==> config.mk <==
export PLATFORM = sky130hd
export DESIGN_NAME = quiz_lockout_arbiter
export DESIGN_NICKNAME = d
export VERILOG_FILES = /design/src/rtl/quiz_pkg.sv /design/src/rtl/qla_btn_sync.sv /design/src/rtl/qla_pick_lock.sv /design/src/rtl/qla_seg_out.sv /design/src/rtl/quiz_lockout_arbiter.sv
export SDC_FILE = /design/constraint.sdc
export NUM_CORES = 1
export LEC_CHECK = 0
export BUFFER_PORTS_ARGS = -buffer_cell sky130_fd_sc_hd__clkbuf_2
export CORE_MARGIN = 4
export CORE_UTILIZATION = 57
export CTS_BUF_LIST = sky130_fd_sc_hd__clkbuf_8
export DETAILED_ROUTE_END_ITERATION = 8
export HOLD_SLACK_MARGIN = 0.15
export PLACE_DENSITY_LB_ADDON = 0.25
export SLEW_MARGIN = 15
export SYNTH_ARGS = -nofsm -noshare
export SYNTH_HDL_FRONTEND = slang
export SYNTH_SLANG_ARGS = --single-unit
==> constraint.sdc <==
create_clock -name clk -period 2.7 [get_ports clk]
set_clock_uncertainty 0.1 [all_clocks]
set_input_delay 0.54 -clock clk [delete_from_list [all_inputs] [get_ports clk]]
set_output_delay 0.54 -clock clk [all_outputs]
set_load 0.005 [all_outputs]
==> src/rtl/quiz_pkg.sv <==
package quiz_pkg;

  localparam int SEG_W = 7;

  // Active-high pattern, bit 6 = g down to bit 0 = a.
  function automatic logic [SEG_W-1:0] seg_encode(input int unsigned value);
    logic [SEG_W-1:0] pat;
    case (value)
      0:       pat = 7'h3F;
      1:       pat = 7'h06;
      2:       pat = 7'h5B;
      3:       pat = 7'h4F;
      4:       pat = 7'h66;
      5:       pat = 7'h6D;
      6:       pat = 7'h7D;
      7:       pat = 7'h07;
      8:       pat = 7'h7F;
      9:       pat = 7'h6F;
      default: pat = 7'h00;
    endcase
    return pat;
  endfunction

endpackage

==> src/rtl/qla_btn_sync.sv <==
module qla_btn_sync #(
  parameter int N_PLAYERS   = 8,
  parameter int SYNC_STAGES = 2
) (
  input  logic                 clk,
  input  logic                 rst,
  input  logic [N_PLAYERS-1:0] btn_n,
  output logic [N_PLAYERS-1:0] press
);

  localparam int LAST = SYNC_STAGES - 1;

  logic [N_PLAYERS-1:0] chain [SYNC_STAGES];
  logic [N_PLAYERS-1:0] armed;

  // Stages reset to "pressed" so a button held through reset never looks released.
  always_ff @(posedge clk) begin
    if (rst) chain[0] <= '0;
    else     chain[0] <= btn_n;
  end

  for (genvar s = 1; s < SYNC_STAGES; s++) begin : g_stage
    always_ff @(posedge clk) begin
      if (rst) chain[s] <= '0;
      else     chain[s] <= chain[s-1];
    end
  end

  for (genvar p = 0; p < N_PLAYERS; p++) begin : g_arm
    always_ff @(posedge clk) begin
      if (rst)               armed[p] <= 1'b0;
      else if (chain[LAST][p]) armed[p] <= 1'b1;
    end
    assign press[p] = armed[p] & ~chain[LAST][p];
  end

endmodule

==> src/rtl/qla_pick_lock.sv <==
module qla_pick_lock #(
  parameter int N_PLAYERS = 8,
  parameter int NUM_W     = 4
) (
  input  logic                 clk,
  input  logic                 rst,
  input  logic [N_PLAYERS-1:0] press,
  output logic [NUM_W-1:0]     win_next,
  output logic [NUM_W-1:0]     win_q,
  output logic                 held_q
);

  logic [NUM_W-1:0] pick;
  logic             any_press;

  // Ascending scan: the highest pressed index is written last and wins.
  always_comb begin
    pick = '0;
    for (int i = 0; i < N_PLAYERS; i++) begin
      if (press[i]) pick = NUM_W'(i + 1);
    end
  end

  assign any_press = |press;

  always_comb begin
    if (rst)                       win_next = '0;
    else if (!held_q && any_press) win_next = pick;
    else                           win_next = win_q;
  end

  always_ff @(posedge clk) begin
    if (rst) begin
      win_q  <= '0;
      held_q <= 1'b0;
    end else if (!held_q && any_press) begin
      win_q  <= pick;
      held_q <= 1'b1;
    end
  end

endmodule

==> src/rtl/qla_seg_out.sv <==
module qla_seg_out #(
  parameter int NUM_W = 4
) (
  input  logic                       clk,
  input  logic                       rst,
  input  logic [NUM_W-1:0]           win_next,
  output logic [quiz_pkg::SEG_W-1:0] seg_q
);

  always_ff @(posedge clk) begin
    if (rst) seg_q <= quiz_pkg::seg_encode(0);
    else     seg_q <= quiz_pkg::seg_encode(int'(win_next));
  end

endmodule

==> src/rtl/quiz_lockout_arbiter.sv <==
module quiz_lockout_arbiter #(
  parameter int N_PLAYERS   = 8,
  parameter int SYNC_STAGES = 2,
  localparam int NUM_W      = $clog2(N_PLAYERS + 1)
) (
  input  logic                       clk,
  input  logic                       rst,
  input  logic [N_PLAYERS-1:0]       btn_n,
  output logic [NUM_W-1:0]           winner,
  output logic                       winner_valid,
  output logic                       buzzer,
  output logic [quiz_pkg::SEG_W-1:0] seg
);

  logic [N_PLAYERS-1:0] press;
  logic [NUM_W-1:0]     win_next;
  logic [NUM_W-1:0]     win_q;
  logic                 held_q;

  qla_btn_sync #(
    .N_PLAYERS  (N_PLAYERS),
    .SYNC_STAGES(SYNC_STAGES)
  ) sync_i (
    .clk  (clk),
    .rst  (rst),
    .btn_n(btn_n),
    .press(press)
  );

  qla_pick_lock #(
    .N_PLAYERS(N_PLAYERS),
    .NUM_W    (NUM_W)
  ) lock_i (
    .clk     (clk),
    .rst     (rst),
    .press   (press),
    .win_next(win_next),
    .win_q   (win_q),
    .held_q  (held_q)
  );

  qla_seg_out #(
    .NUM_W(NUM_W)
  ) seg_i (
    .clk     (clk),
    .rst     (rst),
    .win_next(win_next),
    .seg_q   (seg)
  );

  assign winner       = win_q;
  assign winner_valid = held_q;
  assign buzzer       = held_q;

endmodule

==> out/results.tsv <==
stage	metric	value	unit
layout	share of final-layout standard cells stronger than drive strength 1	31.1	%
layout	Fill cells	178	
grt	number of global-route vias before repair	967	
grt	maximum number of pins on one net before global-route repair	26	
grt	antenna violations before repair	0	
cts	clk root buf	sky130_fd_sc_hd__clkbuf_8	
grt	global-route wire length before repair	4080	um
synthesis	fraction of synthesis flops using an asynchronous set or reset pin	0	%
synthesis	library cells used by synthesis	39	
synthesis	Gate Count Post-Synth	139	
synthesis	Post-synth EDFFs	0	
cts	clock sink count	36	
routing	wire length on met1	1100	um
status	status	completed	
sta	min Tclk post-route	2.24	ns
layout	antenna diode count	0	
routing	Detailed Route Iter0 Violations	49	
critical_path	CP endpoint kind	flop	
cts	quantity of gates resized following cts	0	
layout	most used cells in the layout excluding fill and tap cells	36 x sky130_fd_sc_hd__dfxtp_1, 22 x sky130_fd_sc_hd__nor2_1, 22 x sky130_fd_sc_hd__clkbuf_2	
place	Port-buffer cells	22	
synthesis	flip-flop cell with the highest count after synthesis	sky130_fd_sc_hd__dfxtp_1	
critical_path	startpoint type of the worst setup path	flop	
synthesis	top area cells in the synthesized netlist	sky130_fd_sc_hd__dfxtp_1 50%, sky130_fd_sc_hd__nor2b_1 7.8%, sky130_fd_sc_hd__nor2_1 5.7%	
place	estimated wirelength of the detail-placed design	1680	um
pwr	Cell Pwr Density	749	nW/um^2
place	minimum setup slack after placement	0.477	ns
pwr	leakage dissipation	0.742	nW
routing	vias post-DR	970	
grt	sum of overflow across all layers after global routing	0	
floorplanning	area inside the core boundary	2320	um^2
cts	buffers inserted during post-CTS setup optimization	0	
cts	cts bufs inserted	5	
floorplanning	Die Outline Area	3410	um^2
routing	wire length on met2	1020	um
synthesis	post-synthesis sequential area ratio	49.8	%
routing	TritonRoute pass-1 iters	4	
pwr	worst voltage drop across the vdd grid	607	uV
layout	most common library cell in the layout ignoring fill and taps	sky130_fd_sc_hd__dfxtp_1	
layout	number of nets in the final layout	179	
floorplanning	height of the die	58.4	um
routing	total met3 wirelength after detailed routing	158	um
cts	quantity of hold-fixing buffers added after cts	0	
synthesis	largest area contributor in the netlist	sky130_fd_sc_hd__dfxtp_1	
routing	number of nets with antenna violations after routing	0	
sta	maximum clock frequency	446	MHz
sta	count of endpoints failing setup in the final report	0	
synthesis	combined area of all synthesized cells	1450	um^2
sta	crit share post-route	83.0	%
sta	setup repair after global routing missed its margin	no	
floorplanning	width of the die	58.4	um
sta	transition time at the pin with the least slew margin	0.359	ns
routing	uppermost signal routing layer after detailed routing	met4	
critical_path	largest fanout on the critical path	4	
synthesis	top cell type's share of synthesized area	49.8	%
synthesis	flip-flop and latch count after synthesis	36	
sta	Pins Over Slew Limit	0	
floorplanning	count of boundary I/O pins	23	
routing	via/cell ratio	5.05	
grt	GRT Util Overall	16.0	%
layout	fin util	72.3	%
routing	final wirelength	2300	um
routing	per-cell routed wire length	12.0	um
critical_path	internal reg-to-reg setup slack	0.46	ns
sta	Final Hold Vio Count	0	
cts	TritonCTS clock tree	yes	
critical_path	critical path class	flop to flop	
cts	H-tree levels	2	
synthesis	Post-Syn Nets	155	
sta	setup tns final	0	ns
layout	Area growth syn-to-layout	15.9	%
run	max capacitance violation total	0	
routing	residual DRC count	0	
critical_path	critical path data required time	2.76	ns
place	RD Place Congestion	0.791	
floorplanning	starting utilization of the core area	62.4	%
cts	Skew-Pair Late Insertion Delay	0.29	ns
synthesis	Avg Synthesized Cell Area	10.4	um^2
critical_path	arrival time at the worst endpoint	2.30	ns
cts	clock-pin slew reported for the worst setup and hold paths after clock tree synthesis	0.07	ns
floorplanning	# rows	17	
sta	slew margin rel.	76.1	%
synthesis	Synthesis Warnings	0	
cts	largest buffer count on any clock path	2	
hold_path	type of the most critical hold path	flop to flop	
sta	slack of the critical path	0.459	ns
per-layer routing:
layer  global-route usage [%]  vias up
met5                        0        -
met4                     5.96        0
met3                     7.24        2
met2                     24.2       24
met1                     19.9      440
li1                         -      504
worst max-delay path: stages (launching register included):
cell	delay [ns]
sky130_fd_sc_hd__dfxtp_1	0.31
sky130_fd_sc_hd__nand2b_2	0.19
sky130_fd_sc_hd__o21ai_0	0.16
sky130_fd_sc_hd__a21boi_0	0.11
sky130_fd_sc_hd__o21ai_0	0.15
sky130_fd_sc_hd__a32oi_1	0.13
sky130_fd_sc_hd__or2_2	0.33
sky130_fd_sc_hd__ha_1	0.29
sky130_fd_sc_hd__nor2b_1	0.14
sky130_fd_sc_hd__a21oi_1	0.12
sky130_fd_sc_hd__o21ai_0	0.08
power breakdown:
part / switching [W] / total [W] / internal, W
sequential: 0.0000220 / 0.000595 / 0.000573
clock: 0.000185 / 0.000458 / 0.000273
combinational: 0.000103 / 0.000202 / 0.0000992
total: 0.000310 / 0.00126 / 0.000946
synthesized netlist by cell type (2+ instances only):
cell type                  instances
sky130_fd_sc_hd__a21oi_1           6
sky130_fd_sc_hd__clkbuf_1          4
sky130_fd_sc_hd__dfxtp_1          36
sky130_fd_sc_hd__ha_1              6
sky130_fd_sc_hd__inv_1             3
sky130_fd_sc_hd__nand2_1           3
sky130_fd_sc_hd__nand2b_2          2
sky130_fd_sc_hd__nand2b_4          5
sky130_fd_sc_hd__nor2_1           22
sky130_fd_sc_hd__nor2b_1          18
sky130_fd_sc_hd__o21ai_0           4
sky130_fd_sc_hd__o21bai_1          2
sky130_fd_sc_hd__or2_2             2
path summary, 6_finish.rpt:
path | start | to | cells past startpoint
setup / recovery | sync_i.chain[1][0] | seg_i.seg_q[3] | 10
hold / removal | sync_i.chain[0][6] | sync_i.chain[1][6] | 1
setup reg to reg | sync_i.chain[1][0] | seg_i.seg_q[3] | 10
hold reg to reg | sync_i.chain[0][6] | sync_i.chain[1][6] | 1
cell families after synthesis:
family / Yosys count / share of synthesized area (%)
DFF: 36 / 49.8
and+or+nand+nor: 62 / 27.0
buffers and inverters: 9 / 3.11
adders and majority gates: 6 / 5.19
AOI/OAI and AO/OA: 25 / 13.8
muxes: 1 / 1.04
cell type report:
class / instances / area [um^2] / share of cell area (%)
inverters: 3 / 11.3 / 0.672
multi-input cells: 94 / 681 / 40.6
flip-flops and latches: 36 / 721 / 43.0
well taps: 28 / 35.0 / 2.09
repair buffers: 23 / 118 / 7.01
clock buffers: 5 / 68.8 / 4.10
clock inverters: 3 / 42.5 / 2.54
flip-flops by register name, summed over array words and instances (netlist names):
name           count
lock_i.held_q      1
seg_i.seg_q        7
lock_i.win_q       4
sync_i.armed       8
sync_i.chain      16
per-stage QoR:
stage	instance area (um^2)	power, W	hold slack (ns)	std cells
after floorplan	1450	0.000760	0.314	139
after global placement	1570	0.000803	0.320	184
after detailed placement	1570	0.000810	0.322	184
after CTS	1680	0.00127	0.338	192
after global routing	1680	0.00132	0.353	192
final	1680	0.00126	0.335	192
(Power assumes the default switching activity.)
